## src/rtl/rxq_pkg.sv

```systemverilog
package rxq_pkg;
    localparam int BYTE_W    = 8;
    localparam int WORD_W    = 16;
    localparam int PRESENT_B = 8;
    localparam int OVF_B     = 9;

    typedef struct packed {
        logic              en_prev;
        logic              rd_prev;
        logic              armed;
        logic              ready;
        logic [BYTE_W-1:0] snap_byte;
        logic              snap_present;
        logic              snap_ovf;
        logic              ovf_sticky;
    } acc_state_t;
endpackage

```

## src/rtl/rxq_sync2.sv

```systemverilog
module rxq_sync2 #(
    parameter int W = 1,
    parameter logic [W-1:0] RST_VAL = '0
) (
    input  logic         clk,
    input  logic         rst_n,
    input  logic [W-1:0] din,
    output logic [W-1:0] dout
);
    logic [W-1:0] s1_q, s2_q;
    logic [W-1:0] s1_d, s2_d;

    always_comb begin
        s1_d = din;
        s2_d = s1_q;
    end

    always_ff @(posedge clk or negedge rst_n) begin
        if (!rst_n) begin
            s1_q <= RST_VAL;
            s2_q <= RST_VAL;
        end else begin
            s1_q <= s1_d;
            s2_q <= s2_d;
        end
    end

    assign dout = s2_q;
endmodule

```

## src/rtl/rxq_fifo.sv

```systemverilog
module rxq_fifo #(
    parameter int DEPTH = 16,
    parameter int DW    = 8
) (
    input  logic          clk,
    input  logic          rst_n,
    input  logic          push,
    input  logic [DW-1:0] push_data,
    input  logic          pop,
    output logic [DW-1:0] head,
    output logic          empty,
    output logic          ovf_set
);
    localparam int AW = $clog2(DEPTH);
    localparam int CW = AW + 1;

    typedef struct packed {
        logic [AW-1:0] wp;
        logic [AW-1:0] rp;
        logic [CW-1:0] cnt;
    } fifo_state_t;

    fifo_state_t st_q, st_d;
    logic [DW-1:0] mem_q [DEPTH];
    logic full, accept;

    always_comb begin
        full    = (st_q.cnt == CW'(DEPTH));
        empty   = (st_q.cnt == '0);
        accept  = push && (!full || pop);
        ovf_set = push && full && !pop;
        st_d    = st_q;
        if (accept) st_d.wp = st_q.wp + AW'(1);
        if (pop)    st_d.rp = st_q.rp + AW'(1);
        if (accept && !pop)      st_d.cnt = st_q.cnt + CW'(1);
        else if (pop && !accept) st_d.cnt = st_q.cnt - CW'(1);
    end

    always_ff @(posedge clk or negedge rst_n) begin
        if (!rst_n) st_q <= '0;
        else        st_q <= st_d;
    end

    always_ff @(posedge clk) begin
        if (accept) mem_q[st_q.wp] <= push_data;
    end

    assign head = mem_q[st_q.rp];

    // removal never happens on an empty queue
    p_pop_nonempty_r4: assert property (@(posedge clk) disable iff (!rst_n)
        pop |-> (st_q.cnt != '0));
    // push and removal together keep occupancy
    p_count_hold_r9: assert property (@(posedge clk) disable iff (!rst_n)
        (push && pop) |=> $stable(st_q.cnt));
    // a push into a full queue leaves it full, nothing overwritten
    p_full_drop_r8: assert property (@(posedge clk) disable iff (!rst_n)
        (push && !pop && st_q.cnt == CW'(DEPTH)) |=> (st_q.cnt == CW'(DEPTH) && $stable(st_q.wp)));
endmodule

```

## src/rtl/rxq_access.sv

```systemverilog
module rxq_access
    import rxq_pkg::*;
(
    input  logic              clk,
    input  logic              rst_n,
    input  logic              en_s,
    input  logic              rd_s,
    input  logic              fifo_empty,
    input  logic [BYTE_W-1:0] fifo_head,
    input  logic              ovf_set,
    output logic              pop,
    output logic [WORD_W-1:0] word,
    output logic              ready
);
    acc_state_t st_q, st_d;
    logic en_rise, rd_rise;

    always_comb begin
        st_d    = st_q;
        en_rise = en_s && !st_q.en_prev;
        rd_rise = rd_s && !st_q.rd_prev;
        pop     = rd_rise && st_q.armed && st_q.snap_present;

        st_d.en_prev = en_s;
        st_d.rd_prev = rd_s;

        if (en_rise) begin
            st_d.snap_byte    = fifo_empty ? '0 : fifo_head;
            st_d.snap_present = !fifo_empty;
            st_d.snap_ovf     = st_q.ovf_sticky;
            st_d.armed        = 1'b1;
            st_d.ready        = 1'b1;
        end
        if (pop) st_d.armed = 1'b0;
        if (!en_s) begin
            st_d.armed = 1'b0;
            st_d.ready = 1'b0;
        end

        if (pop && st_q.snap_ovf) st_d.ovf_sticky = 1'b0;
        if (ovf_set)              st_d.ovf_sticky = 1'b1;

        word = '0;
        if (!rd_s) begin
            word[BYTE_W-1:0] = st_q.snap_byte;
            word[PRESENT_B]  = st_q.snap_present;
            word[OVF_B]      = st_q.snap_ovf;
        end
        ready = st_q.ready;
    end

    always_ff @(posedge clk or negedge rst_n) begin
        if (!rst_n) begin
            st_q         <= '0;
            st_q.rd_prev <= 1'b1;
        end else begin
            st_q <= st_d;
        end
    end

    // a removal only follows a snapshot that reported a byte
    p_pop_gated_r4: assert property (@(posedge clk) disable iff (!rst_n)
        pop |-> st_q.snap_present);
    // never two removals on back-to-back clocks
    p_single_pop_r4: assert property (@(posedge clk) disable iff (!rst_n)
        pop |=> !pop);
    // ready only while the synchronized enable was high
    p_ready_needs_en_r7: assert property (@(posedge clk) disable iff (!rst_n)
        ready |-> $past(en_s));
endmodule

```

## src/rtl/rxq_bus_port.sv

```systemverilog
module rxq_bus_port
    import rxq_pkg::*;
#(
    parameter int DEPTH = 16
) (
    input  logic              clk,
    input  logic              rst_n,
    input  logic              serial_in,
    output logic              line_sync_o,
    input  logic              rx_wr_i,
    input  logic [BYTE_W-1:0] rx_byte_i,
    input  logic              bus_en_i,
    input  logic              bus_rd_n_i,
    output logic [WORD_W-1:0] bus_rdata_o,
    output logic              bus_ready_o
);
    logic              en_s, rd_s;
    logic              pop, fifo_empty, ovf_set;
    logic [BYTE_W-1:0] fifo_head;

    rxq_sync2 #(.W(1), .RST_VAL(1'b1)) u_line_sync (
        .clk(clk), .rst_n(rst_n), .din(serial_in), .dout(line_sync_o));

    rxq_sync2 #(.W(1), .RST_VAL(1'b0)) u_en_sync (
        .clk(clk), .rst_n(rst_n), .din(bus_en_i), .dout(en_s));

    rxq_sync2 #(.W(1), .RST_VAL(1'b1)) u_rd_sync (
        .clk(clk), .rst_n(rst_n), .din(bus_rd_n_i), .dout(rd_s));

    rxq_fifo #(.DEPTH(DEPTH), .DW(BYTE_W)) u_fifo (
        .clk(clk), .rst_n(rst_n),
        .push(rx_wr_i), .push_data(rx_byte_i), .pop(pop),
        .head(fifo_head), .empty(fifo_empty), .ovf_set(ovf_set));

    rxq_access u_acc (
        .clk(clk), .rst_n(rst_n),
        .en_s(en_s), .rd_s(rd_s),
        .fifo_empty(fifo_empty), .fifo_head(fifo_head), .ovf_set(ovf_set),
        .pop(pop), .word(bus_rdata_o), .ready(bus_ready_o));

    // no read data while the synchronized strobe is idle
    p_rdata_idle_r3: assert property (@(posedge clk) disable iff (!rst_n)
        rd_s |-> (bus_rdata_o == '0));
endmodule

```

## config.mk

```make
export PLATFORM = sky130hd
export DESIGN_NAME = rxq_bus_port
export DESIGN_NICKNAME = d
export VERILOG_FILES = /design/src/rtl/rxq_pkg.sv /design/src/rtl/rxq_sync2.sv /design/src/rtl/rxq_fifo.sv /design/src/rtl/rxq_access.sv /design/src/rtl/rxq_bus_port.sv
export SDC_FILE = /design/constraint.sdc
export NUM_CORES = 1
export LEC_CHECK = 0
export BUFFER_PORTS_ARGS = -buffer_cell sky130_fd_sc_hd__buf_2
export CORE_ASPECT_RATIO = 1.4
export CORE_MARGIN = 10
export CORE_UTILIZATION = 35
export CTS_CLUSTER_SIZE = 25
export DETAILED_ROUTE_END_ITERATION = 10
export GPL_ROUTABILITY_DRIVEN = 0
export PLACE_DENSITY = 0.57
export REMOVE_ABC_BUFFERS = 1
export SYNTH_ARGS = -nofsm -noshare
export SYNTH_HDL_FRONTEND = slang
export SYNTH_SLANG_ARGS = --single-unit
export TNS_END_PERCENT = 20
```

## constraint.sdc

```tcl
create_clock -name clk -period 8.4 [get_ports clk]
set_clock_uncertainty 0.2 [all_clocks]
set_input_delay 0.42 -clock clk [delete_from_list [all_inputs] [get_ports clk]]
set_output_delay 0.42 -clock clk [all_outputs]
set_load 0.03 [all_outputs]
```

# After elaboration in Yosys (flattened, before gate mapping)
# Memory sizes are Yosys's and may differ from the RTL's.
# Cells that the tools add are included.
# totals
ff_bits,34
ramBits,128
input_bits,14
out_inout_bits,18
word_cells,56
memories,1
# mem_list
memory,depth,word_bits,read_ports,rd_ports_with_merged_regs,write_ports,line,rtl
u_fifo.mem_q,16,8,1,0,1,rxq_fifo.sv:24,logic [DW-1:0] mem_q [DEPTH];
# classes
addsub,4
n_eq_ne,3
mux,11
n_reduce_logical,20
# ops
cell,n
$mux 12,1
$logic_and 1x1->1,10
$mux 10,1
$mux 5,2
$add 4x1->4 const B,2
$mux 8,1
$logic_not 1->1,6
$add 5x1->5 const B,1
$eq 5x5->1 const B,1
$logic_not 5->1,1
$mux 1,5
$sub 5x1->5 const B,1
$reduce_bool 2->1,2
$ne 3x1->1 const B,1
$mux 2,1
$ne 2x1->1 const B,1
$logic_or 1x1->1,1

# Longest topological paths before layout
# Gate-level depths: netlist of run 1.
# depth
word_depth,10
mapped_depth,12
depth_no_buf,11

# By module
# A second synthesis of run 1 with hierarchy kept.
# unflattened
hier_cells,365
hier_area_um2,6600.1
# by_module_without_submodules
module,instances,cells_per_inst,area_per_inst_um2,seq_area_each_um2
rxq_fifo,1,296,5675.4,4169.0
rxq_access,1,63,769.5,376.6
rxq_sync2 (u_line_sync ...),2,2,52.6,52.6
rxq_sync2 (u_en_sync),1,2,50.0,50.0

# Least setup slack after synthesis of run 1
# OpenSTA, ideal clock, no wires.
# synth_path
path_kind,register -> register
from,register u_rd_sync.s2_q (netlist: u_rd_sync.dout)
to,register u_fifo.st_q[4] (netlist bit)
setup_ns,0.080
arrival_ns,2.664
t_required_ns,8.120
slack_ns,5.456
stages_incl_launch_ff,13
path_buffers,1
synth_period_minus_slack_ns,2.944
cell_sequence,dfstp_2 and4b_1 buf_2 inv_2 a31oi_4 ha_1 inv_1 ha_1 nor2b_1 o21a_1 or3_1 a21oi_1 xnor2_1
# synth_between
elab_chain_len,8
# synth_rtl
item,line,rtl
"start, declared",rxq_sync2.sv:10,"logic [W-1:0] s1_q, s2_q;"
"start signal, assigned",rxq_sync2.sv:21,s2_q <= RST_VAL;
"start signal, assigned",rxq_sync2.sv:24,s2_q <= s2_d;
$logic_and 1x1->1 (*),rxq_access.sv:21,rd_rise = rd_s && !st_q.rd_prev;
$logic_and 1x1->1 (*) (2 in a row),rxq_access.sv:22,pop = rd_rise && st_q.armed && st_q.snap_present;
$logic_or 1x1->1 (*),rxq_fifo.sv:30,accept = push && (!full || pop);
$logic_and 1x1->1 (*),rxq_fifo.sv:30,
named net u_fifo.accept,rxq_fifo.sv:25,"logic full, accept;"
$logic_not 1->1,rxq_fifo.sv:36,else if (pop && !accept) st_d.cnt = st_q.cnt - CW'(1);
$logic_and 1x1->1,rxq_fifo.sv:36,
$reduce_bool 2->1 (no line),n/a,
"end signal, assigned",rxq_fifo.sv:41,else st_q <= st_d;
"end, declared",rxq_fifo.sv:23,"fifo_state_t st_q, st_d;"
# Mark *: on every way through the listed nets, which the timed path passes. The rest lies on a longest branch.
# A chain may end at the register's enable or synchronous reset.

# Worst setup path in the final report of run 1
# Same ends and word-level chain as after synthesis.

==> flow_metrics.env, run 1 <==
export IMPL_post_synth_cell_area_avg_um2=18.76
export IMPL_setup_viol=0
export IMPL_htreeDepth=4
export IMPL_numCtsBuffers=17
export IMPL_relative_slew_slack_pct=45.99
export IMPL_first_pass_iters=5
export IMPL_core_area_mm2=0.01853
export IMPL_setup_total_negative_slack_ps=0
export IMPL_hold_path_class="in2reg"
export IMPL_floorplan_rows=59
export IMPL_drc=0
export IMPL_pin_count_of_the_biggest_net_entering_global_routing=35
export IMPL_cp_slowest_stage_delay_ps=640
export IMPL_vias_in_the_first_global_route=3348
export IMPL_worst_path_max_delay_cell="dfstp_2"
export IMPL_final_net_count=407
export IMPL_clkTransAtPathRegs_ps=70
export IMPL_dp_slack_ps=5022
export IMPL_report_final_hold_viol_count=0
export IMPL_crit_fanout=12
export IMPL_insertion_delay_ps=420
export IMPL_power_per_cell_area_mw_per_mm2=306.4
export IMPL_crit_buf_inv=2
export IMPL_regArea_mm2=0.004702
export IMPL_final_antenna_net_count=0
export IMPL_num_io_pins=32
export IMPL_multi_input_area_mm2=0.001674
export IMPL_max_vdd_ir_drop_mv=0.1444
export IMPL_ys_warn_count=0
export IMPL_power_leakage_uw=0.002630
export IMPL_timing_critical_path_required_ps=8550
export IMPL_dieHeight_um=181.8
export IMPL_setup_worst_path_end_class="flop"
export IMPL_layout_drive_gt1_share_pct=21.97
export IMPL_arrival_ps=3500
export IMPL_areaGrowthSynthToFinish_pct=14.55
export IMPL_io_buffer_count=25
export IMPL_syn_inst=349
export IMPL_clock_tree_root_cell="clkbuf_16"
export IMPL_grt_overflow_total=0
export IMPL_clock_tree_from_tritoncts="built"
export IMPL_critPathLaunchType="flop"
export IMPL_cts_resized=0
export IMPL_timing_final_crit_share_pct=39.90
export IMPL_ys_types=41
export IMPL_post_synth_top_area_fraction_pct=58.72
export IMPL_fill_cell_instance_count_of_the_final_layout=1649
export IMPL_ys_ff_latch=162
export IMPL_synth_area_top_cells="edfxtp_1 59%, dfrtp_1 11%, mux4_2 6.5%, mux4_1 5.2%, dfstp_2 2.0%"
export IMPL_ys_dominant_reg_cell="edfxtp_1"
export IMPL_rsz0062_at_grt="no"
export IMPL_place_detailed_hpwl_um=7999
export IMPL_drt_total_wl_um=11940
export IMPL_max_slew_worst_pin_slew_ps=810.1
export IMPL_num_antenna_cells=0
export IMPL_die_x_um=135.6
export IMPL_largestRegisters="u_fifo.mem_q x128, u_acc.st_q x14, u_fifo.st_q x13"
export IMPL_max_flop_register="u_fifo.mem_q"
export IMPL_min_period_ps=3351
export IMPL_largest_reg_flops=128
export IMPL_detail_route_vias_per_cell=4.802
export IMPL_synthArstFlopShare_pct=20.99
export IMPL_final_critical_path_setup_slack_ps=5049
export IMPL_final_design_area_no_fill_mm2=0.007498
export IMPL_synthDominantAreaCellType="edfxtp_1"
export IMPL_max_cap_violations=0
export IMPL_antenna_found_initial=0
export IMPL_synthesis_area_mm2=0.006546
export IMPL_groute_usage_overall_pct=10.18
export IMPL_violation_count_after_the_first_detailed_route_iteration=201
export IMPL_peak_clock_frequency_supported_by_timing_mhz=298.4
export IMPL_run_status="finished, final reports clean"
export IMPL_avgRoutedWirePerCell_um=18.66
export IMPL_design_die_area_mm2=0.02465
export IMPL_cts_num_sinks=162
export IMPL_post_cts_setup_buffer_count=0
export IMPL_synth_edf_count=128
export IMPL_fraction_of_the_yosys_area_taken_by_sequential_cells_pct=71.81
export IMPL_cell_area_reported_after_detailed_placement_mm2=0.006855
export IMPL_crit_type="reg2reg"
export IMPL_cpLargestDelayFamily="simple AND/OR/NAND/NOR gates"
export IMPL_grt_pass1_wl_um=18930
export IMPL_detailroute_via_count=3073
export IMPL_clockBufferDepth=2
export IMPL_path_common_cell="ha_1"
export IMPL_initial_cell_density_of_the_core_pct=35.33
export IMPL_finalPower_uw=2298
export IMPL_cp_cell_sequence="and4b_1, inv_2, a31oi_4, ha_1, inv_1, ha_1, nor2b_1, o21a_1, or3_1, a21oi_1, xnor2_1"
export IMPL_maxSlewViolCount=0
## what timing repair did
| action | 4_1_cts | 5_1_grt |
|---|---|---|
| hold endpoints to repair | 32 | 0 |
| endpoints found under the setup margin | 0 | 0 |
| hold buffers | 4 | 0 |
## worst paths after layout
path,startpoint,endpoint,slack [ps],cells after the start
worst max-delay path,u_rd_sync.dout,u_fifo.st_q[4],5050,11
worst min-delay path,rx_wr_i,u_acc.st_q[0],90,3
worst max register to register,u_rd_sync.dout,u_fifo.st_q[4],5050,11
worst min register to register,u_line_sync.s1_q,u_line_sync.dout,160,0
max in group asynchronous,rst_n,u_fifo.st_q[7],7110,2
min in group asynchronous,rst_n,u_fifo.st_q[9],380,2
## power breakdown
group          internal, uW  leakage [uW]  switching, uW
clock network           462      0.000293            316
registers               983       0.00156           70.4
logic                   205      0.000777            261
total                  1650       0.00263            648
## area by class of cell
cell class                      count  share of cell area [%]
Multi-Input combinational cell    162                   22.33
Timing Repair Buffer               31                   2.403
Clock buffer                       21                   6.141
Inverter                            9                  0.4505
Tap cell                          244                   4.071
Clock inverter                     11                   1.902
Sequential cell                   162                   62.71
## metal layers
layer	global-route usage, %	part of all wire (%)	routed length [um]
met5	0	0	0
met3	3.122	5.0	594
met2	17.73	54	6459
met4	4.188	1.7	206
met1	11.13	39	4683
## logic make-up (layout without fill, tap and decap cells)
| logic type | Yosys count | in the layout | share of synthesized area (%) |
|---|---|---|---|
| adders and majority gates | 10 | 10 | 2.026 |
| AOI/OAI and AO/OA | 39 | 39 | 4.472 |
| and+or+nand+nor | 63 | 63 | 5.313 |
| buffers and inverters | 30 | 72 | 2.905 |
| other | 1 | 6 | 0.05728 |
| DFF | 162 | 162 | 71.81 |
| muxes | 34 | 34 | 12.08 |
| xor gates and xnor gates | 10 | 10 | 1.338 |
## worst reg2reg max path, delay by kind of cell, from the launching register on
family / cells / cell delay [ps]
simple gates: 3 / 830
fa+ha+maj: 2 / 600
buf+inv: 2 / 220
compound gates: 3 / 670
xor+xnor: 1 / 130
flops: 1 / 640
## Yosys cell counts (6+ instances only)
| cell type | count |
|---|---|
| and2_1 | 17 |
| edfxtp_1 | 128 |
| clkbuf_1 | 6 |
| mux4_2 | 19 |
| buf_4 | 6 |
| nand2_1 | 20 |
| a22o_1 | 8 |
| dfrtp_1 | 29 |
| ha_1 | 9 |
| a22oi_1 | 14 |
| nor2b_1 | 14 |
| xnor2_1 | 8 |
| mux4_1 | 13 |
| inv_1 | 8 |
## placed cells by master, fill, tap and decap left out, types with 3 or more instances in the layout
cell type,count
nor2b_1,14
conb_1,6
edfxtp_1,128
a22oi_1,14
nor2_1,4
ha_1,9
inv_1,8
dfstp_2,5
buf_2,25
inv_6,3
a21oi_1,4
clkbuf_16,17
o21ai_0,5
dlygate4sd3_1,4
mux4_1,13
clkinv_4,3
a22o_1,8
xnor2_1,8
and2_1,17
mux4_2,19
dfrtp_1,28
nand2_1,20
## through the flow
step           hold WS, ps  std cells  util, %
2_1_floorplan       -75.59        333        -
3_3_place_gp         147.3        604    37.00
3_5_place_dp         140.2        604    37.00
4_1_cts              84.66        640    40.47
5_1_grt              112.9        640    40.47
6_report             92.77        640    40.47
Note: power is estimated with default switching activity, not from simulation.
==> inputs of run 2 (changes only) <==
- ABC_AREA: default -> 1
- clock period: 8.4 -> 3.2 ns (I/O delays scaled with it)
==> run 2 against run 1 <==
  * Critical endpoint unchanged
  * Combinational power rose to 4.3 times the previous value
  * Fmax rose by 24%
  * Utilization grew 1.2 points
  * Largest power group unchanged
==> flow_metrics.env, run 2 <==
export IMPL_worstReg2RegStart="u_rd_sync.dout"
export IMPL_power_leakage_uw=0.003707
export IMPL_setup_worst_path_end_class="flop"
export IMPL_multi_input_area_mm2=0.001815
export IMPL_fraction_of_the_yosys_area_taken_by_sequential_cells_pct=66.02
export IMPL_worst_path_max_delay_cell="dfstp_2"
export IMPL_worst_path_stages=14
export IMPL_stdcell_count=1022
export IMPL_synth_area_top_cells="edfxtp_1 54%, nand2_1 11%, dfrtp_1 10%, nand3_1 6.6%, inv_1 6.0%"
export IMPL_power_per_cell_area_mw_per_mm2=812.6
export IMPL_first_pass_iters=5
export IMPL_cpLargestDelayFamily="flip-flops"
export IMPL_critPathLaunchType="flop"
export IMPL_clockBufferDepth=2
export IMPL_post_cts_setup_buffer_count=0
export IMPL_drt_total_wl_um=15560
export IMPL_placed_cells_incl_taps=978
export IMPL_timing_final_crit_share_pct=84.56
export IMPL_cp_slowest_stage_delay_ps=630
export IMPL_grt_pass1_wl_um=25100
export IMPL_synthArstFlopShare_pct=20.99
export IMPL_syn_inst=704
export IMPL_die_x_um=140.5
export IMPL_htreeDepth=4
export IMPL_antenna_found_initial=0
export IMPL_drc=0
export IMPL_reg2reg_to="u_fifo.st_q[4]"
export IMPL_core_area_mm2=0.01992
export IMPL_ys_ff_latch=162
export IMPL_hold_depth=0
export IMPL_synthDominantAreaCellType="edfxtp_1"
export IMPL_crit_fanout=12
export IMPL_arrival_ps=2870
export IMPL_synthesis_area_mm2=0.007121
export IMPL_groute_usage_overall_pct=12.19
export IMPL_avgRoutedWirePerCell_um=15.22
export IMPL_maxSlewViolCount=0
export IMPL_ys_dominant_reg_cell="edfxtp_1"
export IMPL_pin_count_of_the_biggest_net_entering_global_routing=45
export IMPL_areaGrowthSynthToFinish_pct=16.57
export IMPL_relative_slew_slack_pct=50.11
export IMPL_place_detailed_hpwl_um=9812
export IMPL_cts_num_sinks=162
export IMPL_post_synth_most_frequent_cells="216 x nand2_1, 128 x edfxtp_1, 114 x inv_1, 94 x nand3_1, 37 x nor2_1"
export IMPL_max_slew_worst_pin_slew_ps=748.4
export IMPL_dieHeight_um=188.8
export IMPL_max_flop_register="u_fifo.mem_q"
export IMPL_cp_cell_sequence="nand2_1, nor3_4, buf_4, inv_2, a21oi_2, ha_1, inv_1, ha_1, nand2_1, nand2_1, a21oi_1, xor2_1, nand2_1, nand2_1"
export IMPL_mostFrequentLayoutCell="nand2_1"
export IMPL_fill_cell_instance_count_of_the_final_layout=1883
export IMPL_floorplan_rows=61
export IMPL_final_cell_mix="216 x nand2_1, 128 x edfxtp_1, 114 x inv_1"
export IMPL_setup_total_negative_slack_ps=0
export IMPL_crit_type="reg2reg"
export IMPL_ys_warn_count=0
export IMPL_timing_critical_path_required_ps=3360
export IMPL_report_final_hold_viol_count=0
export IMPL_io_buffer_count=25
export IMPL_violation_count_after_the_first_detailed_route_iteration=263
export IMPL_detailroute_via_count=4607
export IMPL_clock_tree_root_cell="clkbuf_16"
export IMPL_numCtsBuffers=17
export IMPL_clkTransAtPathRegs_ps=60
export IMPL_detail_route_vias_per_cell=4.508
export IMPL_num_antenna_cells=0
export IMPL_insertion_delay_ps=430
export IMPL_min_period_ps=2706
export IMPL_setup_reg_to_reg_worst_slack_ps=490
export IMPL_path_common_cell="nand2_1"
export IMPL_post_synth_cell_area_avg_um2=10.11
export IMPL_yosys_cell_count_top_type="nand2_1"
export IMPL_run_status="finished, final reports clean"
export IMPL_regArea_mm2=0.004702
export IMPL_final_net_count=782
export IMPL_max_cap_violations=0
export IMPL_crit_path_end="u_fifo.st_q[4]"
export IMPL_initial_cell_density_of_the_core_pct=35.75
export IMPL_hold_path_class="reg2reg"
export IMPL_setup_viol=0
export IMPL_grt_overflow_total=0
export IMPL_layout_drive_gt1_share_pct=12.08
export IMPL_post_synth_top_area_fraction_pct=53.98
export IMPL_vias_in_the_first_global_route=4602
export IMPL_synth_edf_count=128
export IMPL_final_antenna_net_count=0
export IMPL_clock_tree_from_tritoncts="built"
export IMPL_design_die_area_mm2=0.02653
export IMPL_max_vdd_ir_drop_mv=0.3174
export IMPL_crit_buf_inv=3
export IMPL_fin_hold_ws_ps=148.9
export IMPL_setup_worst_path_start="u_rd_sync.dout"
export IMPL_ys_types=30
export IMPL_rsz0062_at_grt="no"
export IMPL_num_io_pins=32
export IMPL_peak_clock_frequency_supported_by_timing_mhz=369.6
export IMPL_largestRegisters="u_fifo.mem_q x128, u_acc.st_q x14, u_fifo.st_q x13"
export IMPL_largest_reg_flops=128
export IMPL_r2r_cells=14
## run 2: worst register-to-register path: stages, from the launching register on
cell and delay, ps:
dfstp_2 630, nand2_1 120, nor3_4 110, buf_4 170
inv_2 60, a21oi_2 150, ha_1 240, inv_1 110
ha_1 290, nand2_1 90, nand2_1 50, a21oi_1 150
xor2_1 160, nand2_1 60, nand2_1 50
## run 2: worst min path at each step
stage	start	to	slack, ps
floorplan	rst_n	u_acc.ready	-340
global placement	bus_rd_n_i	u_rd_sync.s1_q	60
detailed placement	bus_rd_n_i	u_rd_sync.s1_q	70
CTS	u_en_sync.s1_q	u_en_sync.dout	150
global route	u_en_sync.s1_q	u_en_sync.dout	150
finish	u_en_sync.s1_q	u_en_sync.dout	150
## run 2: area by class of cell
class | count | area share (%)
repair buffers | 62 | 5.246
clock buffers | 17 | 5.125
multi-input cells | 394 | 21.87
flip-flops and latches | 162 | 56.65
clock inverters | 14 | 1.839
inverters | 121 | 5.472
well taps | 252 | 3.799
## run 2: metal layers
layer | share of wire (%) | global-route usage [%]
met5 | 0 | 0
met4 | 2.9 | 5.971
met1 | 40 | 13.77
met2 | 53 | 21.46
met3 | 3.8 | 2.214
## run 2: logic make-up after synthesis
group           after synthesis  synth area share, %
xor+xnor                      8                1.090
fa+ha+maj                    10                1.863
simple gates                353                20.82
other cells                   1              0.05266
buf+inv                     153                8.751
flops                       162                66.02
compound gates               17                1.406
## run 2: through the flow
| step | power, uW | worst slack [ps] | utilization (%) | cell area, um2 |
|---|---|---|---|---|
| after floorplan | 4087 | 225.5 | - | 6970 |
| after global placement | 4814 | 552.3 | 38.11 | 7592 |
| after detailed placement | 4819 | 504.3 | 38.11 | 7592 |
| after CTS | 6844 | 488.4 | 41.67 | 8300 |
| after global routing | 7198 | 256.0 | 41.67 | 8300 |
| final | 6745 | 494.2 | 41.67 | 8300 |
## run 2: repair_timing
action | CTS | global route
hold buffers | 13 | 0
endpoints found under the hold margin | 148 | 0
resized for setup | 0 | 0
## run 2: report_power, final
part           internal (uW)  switching [uW]  total [uW]
logic                    633            1370        2000
registers               2570             169        2740
clock network           1160             845        2000
total                   4360            2380        6750
==> inputs of run 3 (changes only) <==
- clock period: 3.2 -> 2.6 ns (I/O delays scaled with it)
==> run 3 against run 2 <==
  * Global-route usage grew 0.32 points
  * Final area is 0.53% higher
  * Critical path type unchanged
  * Routed wire length is 3.8% higher
  * Total power is 24% higher
  * Worst hold slack lost 33 ps
  * Utilization grew 0.22 points
  * Final cell count rose by 0.20%
  * Critical path depth is 1 lower
  * Clock power rose by 21%
  * First-iteration DRC count grew 24%
  * Combinational power increased by 31%
  * Sequential share of layout area shrank 0.30 points
==> flow_metrics.env, run 3 (synthesis results as in run 2) <==
export IMPL_run_status="finished, final reports clean"
export IMPL_die_x_um=140.5
export IMPL_met1_length_um=6210
export IMPL_clockBufferDepth=2
export IMPL_setup_total_negative_slack_ps=0
export IMPL_pin_count_of_the_biggest_net_entering_global_routing=70
export IMPL_final_antenna_net_count=0
export IMPL_drc=0
export IMPL_numCtsBuffers=17
export IMPL_post_cts_setup_buffer_count=0
export IMPL_timing_final_crit_share_pct=93.23
export IMPL_top_signal_layer_used="met4"
export IMPL_clock_tree_from_tritoncts="built"
export IMPL_core_area_mm2=0.01992
export IMPL_fill_cell_instance_count_of_the_final_layout=1874
export IMPL_worst_path_max_delay_cell="dfstp_2"
export IMPL_crit_type="reg2reg"
export IMPL_grt_overflow_total=0
export IMPL_crit_buf_inv=2
export IMPL_groute_usage_overall_pct=12.51
export IMPL_clkTransAtPathRegs_ps=70
export IMPL_areaGrowthSynthToFinish_pct=17.18
export IMPL_largest_reg_flops=128
export IMPL_num_io_pins=32
export IMPL_peak_clock_frequency_supported_by_timing_mhz=412.6
export IMPL_relative_slew_slack_pct=49.44
export IMPL_vias_in_the_first_global_route=4673
export IMPL_floorplan_rows=61
export IMPL_max_flop_register="u_fifo.mem_q"
export IMPL_setup_reg_to_reg_worst_slack_ps=180
export IMPL_antenna_found_initial=0
export IMPL_dr_wl_met2_um=8922
export IMPL_setup_viol=0
export IMPL_io_buffer_count=25
export IMPL_arrival_ps=2580
export IMPL_grt_pass1_wl_um=25550
export IMPL_layout_drive_gt1_share_pct=12.56
export IMPL_max_slew_worst_pin_slew_ps=758.4
export IMPL_largestRegisters="u_fifo.mem_q x128, u_acc.st_q x14, u_fifo.st_q x13"
export IMPL_initial_cell_density_of_the_core_pct=35.75
export IMPL_dp_slack_ps=146.3
export IMPL_final_cell_mix="216 x nand2_1, 128 x edfxtp_1, 114 x inv_1"
export IMPL_dieHeight_um=188.8
export IMPL_worstReg2RegStart="u_rd_sync.dout"
export IMPL_first_pass_iters=4
export IMPL_critPathLaunchType="flop"
export IMPL_final_critical_path_setup_slack_ps=176.1
export IMPL_max_vdd_ir_drop_mv=0.4288
export IMPL_detail_route_vias_per_cell=4.535
export IMPL_min_period_ps=2424
export IMPL_drt_total_wl_um=16140
export IMPL_setup_worst_path_start="u_rd_sync.dout"
export IMPL_cp_cell_sequence="nand2_1, nor3_4, inv_2, a21oi_2, ha_2, inv_1, ha_1, nand2_1, nand2_1, a21oi_1, xor2_1, nand2_1, nand2_1"
export IMPL_final_net_count=783
export IMPL_cp_slowest_stage_delay_ps=530
export IMPL_dr_wl_met3_um=633
export IMPL_power_leakage_uw=0.003716
export IMPL_clock_tree_root_cell="clkbuf_16"
export IMPL_power_per_cell_area_mw_per_mm2=1004
export IMPL_insertion_delay_ps=420
export IMPL_num_antenna_cells=0
export IMPL_design_die_area_mm2=0.02653
export IMPL_maxSlewViolCount=0
export IMPL_report_final_hold_viol_count=0
export IMPL_path_common_cell="nand2_1"
export IMPL_setup_worst_path_end_class="flop"
export IMPL_rsz0062_at_grt="no"
export IMPL_cpLargestDelayFamily="flip-flops"
export IMPL_hold_path_class="in2async"
export IMPL_mostFrequentLayoutCell="nand2_1"
export IMPL_max_cap_violations=0
export IMPL_cts_num_sinks=162
export IMPL_detailroute_via_count=4644
export IMPL_crit_fanout=4
export IMPL_finalPower_uw=8377
export IMPL_place_detailed_hpwl_um=10270
export IMPL_violation_count_after_the_first_detailed_route_iteration=326
export IMPL_avgRoutedWirePerCell_um=15.76
export IMPL_timing_critical_path_required_ps=2760
export IMPL_htreeDepth=4
run 3: cell count changes in the layout (fill, tap and decap cells not counted), sizes merged:
cell,previous run,this run
clkbuf,17,18
bufinv,2,1
inv,123,124
buf,49,50
clkinv,9,7
clkinvlp,1,3
run 3: power by group:
part / leakage [uW] / switching [uW] / internal (uW)
clock network: 0.000272 / 1070 / 1350
registers: 0.00156 / 172 / 3170
logic: 0.00188 / 1780 / 836
total: 0.00372 / 3020 / 5350
run 3: final cells by class:
class | instances | area [um2] | share of cell area (%)
repair buffers | 63 | 480.5 | 5.758
flip-flops and latches | 162 | 4702 | 56.35
well taps | 252 | 315.3 | 3.779
clock buffers | 18 | 429.2 | 5.143
multi-input cells | 394 | 1818 | 21.79
inverters | 121 | 454.2 | 5.443
clock inverters | 14 | 145.1 | 1.739
run 3: final timing paths:
kind | cells past startpoint | endpoint
setup / recovery | 13 | u_fifo.st_q[4]
hold / removal | 2 | u_acc.st_q[8]
setup reg to reg | 13 | u_fifo.st_q[4]
hold reg to reg | 0 | u_en_sync.dout
max in group asynchronous | 2 | u_fifo.st_q[5]
min in group clk | 2 | u_rd_sync.s1_q
run 3: metrics by stage:
stage	hold slack, ps	cell area [um2]	utilization [%]	cells
2_1_floorplan	-365.6	6970	-	677
3_3_place_gp	34.70	7637	38.34	979
3_5_place_dp	36.90	7637	38.34	979
4_1_cts	132.5	8342	41.88	1024
5_1_grt	139.2	8344	41.89	1024
6_report	115.8	8344	41.89	1024
run 3: worst register-to-register path: stages (launching register included):
cell and delay [ps]:
dfstp_2 530, nand2_1 70, nor3_4 140, inv_2 80, a21oi_2 160, ha_2 220
inv_1 90, ha_1 300, nand2_1 100, nand2_1 60, a21oi_1 160, xor2_1 150
nand2_1 60, nand2_1 50
run 3: per-layer routing:
layer / vias up / track usage [%]
met3: 18 / 1.912
met1: 2189 / 13.49
met5: - / 0
met2: 98 / 23.27
met4: 0 / 5.573
li1: 2339 / -
run 3: timing repair:
item,CTS,global route
gates resized for setup,0,1
hold endpoints to repair,161,0
hold buffers,13,0
endpoints found under the setup margin,0,1
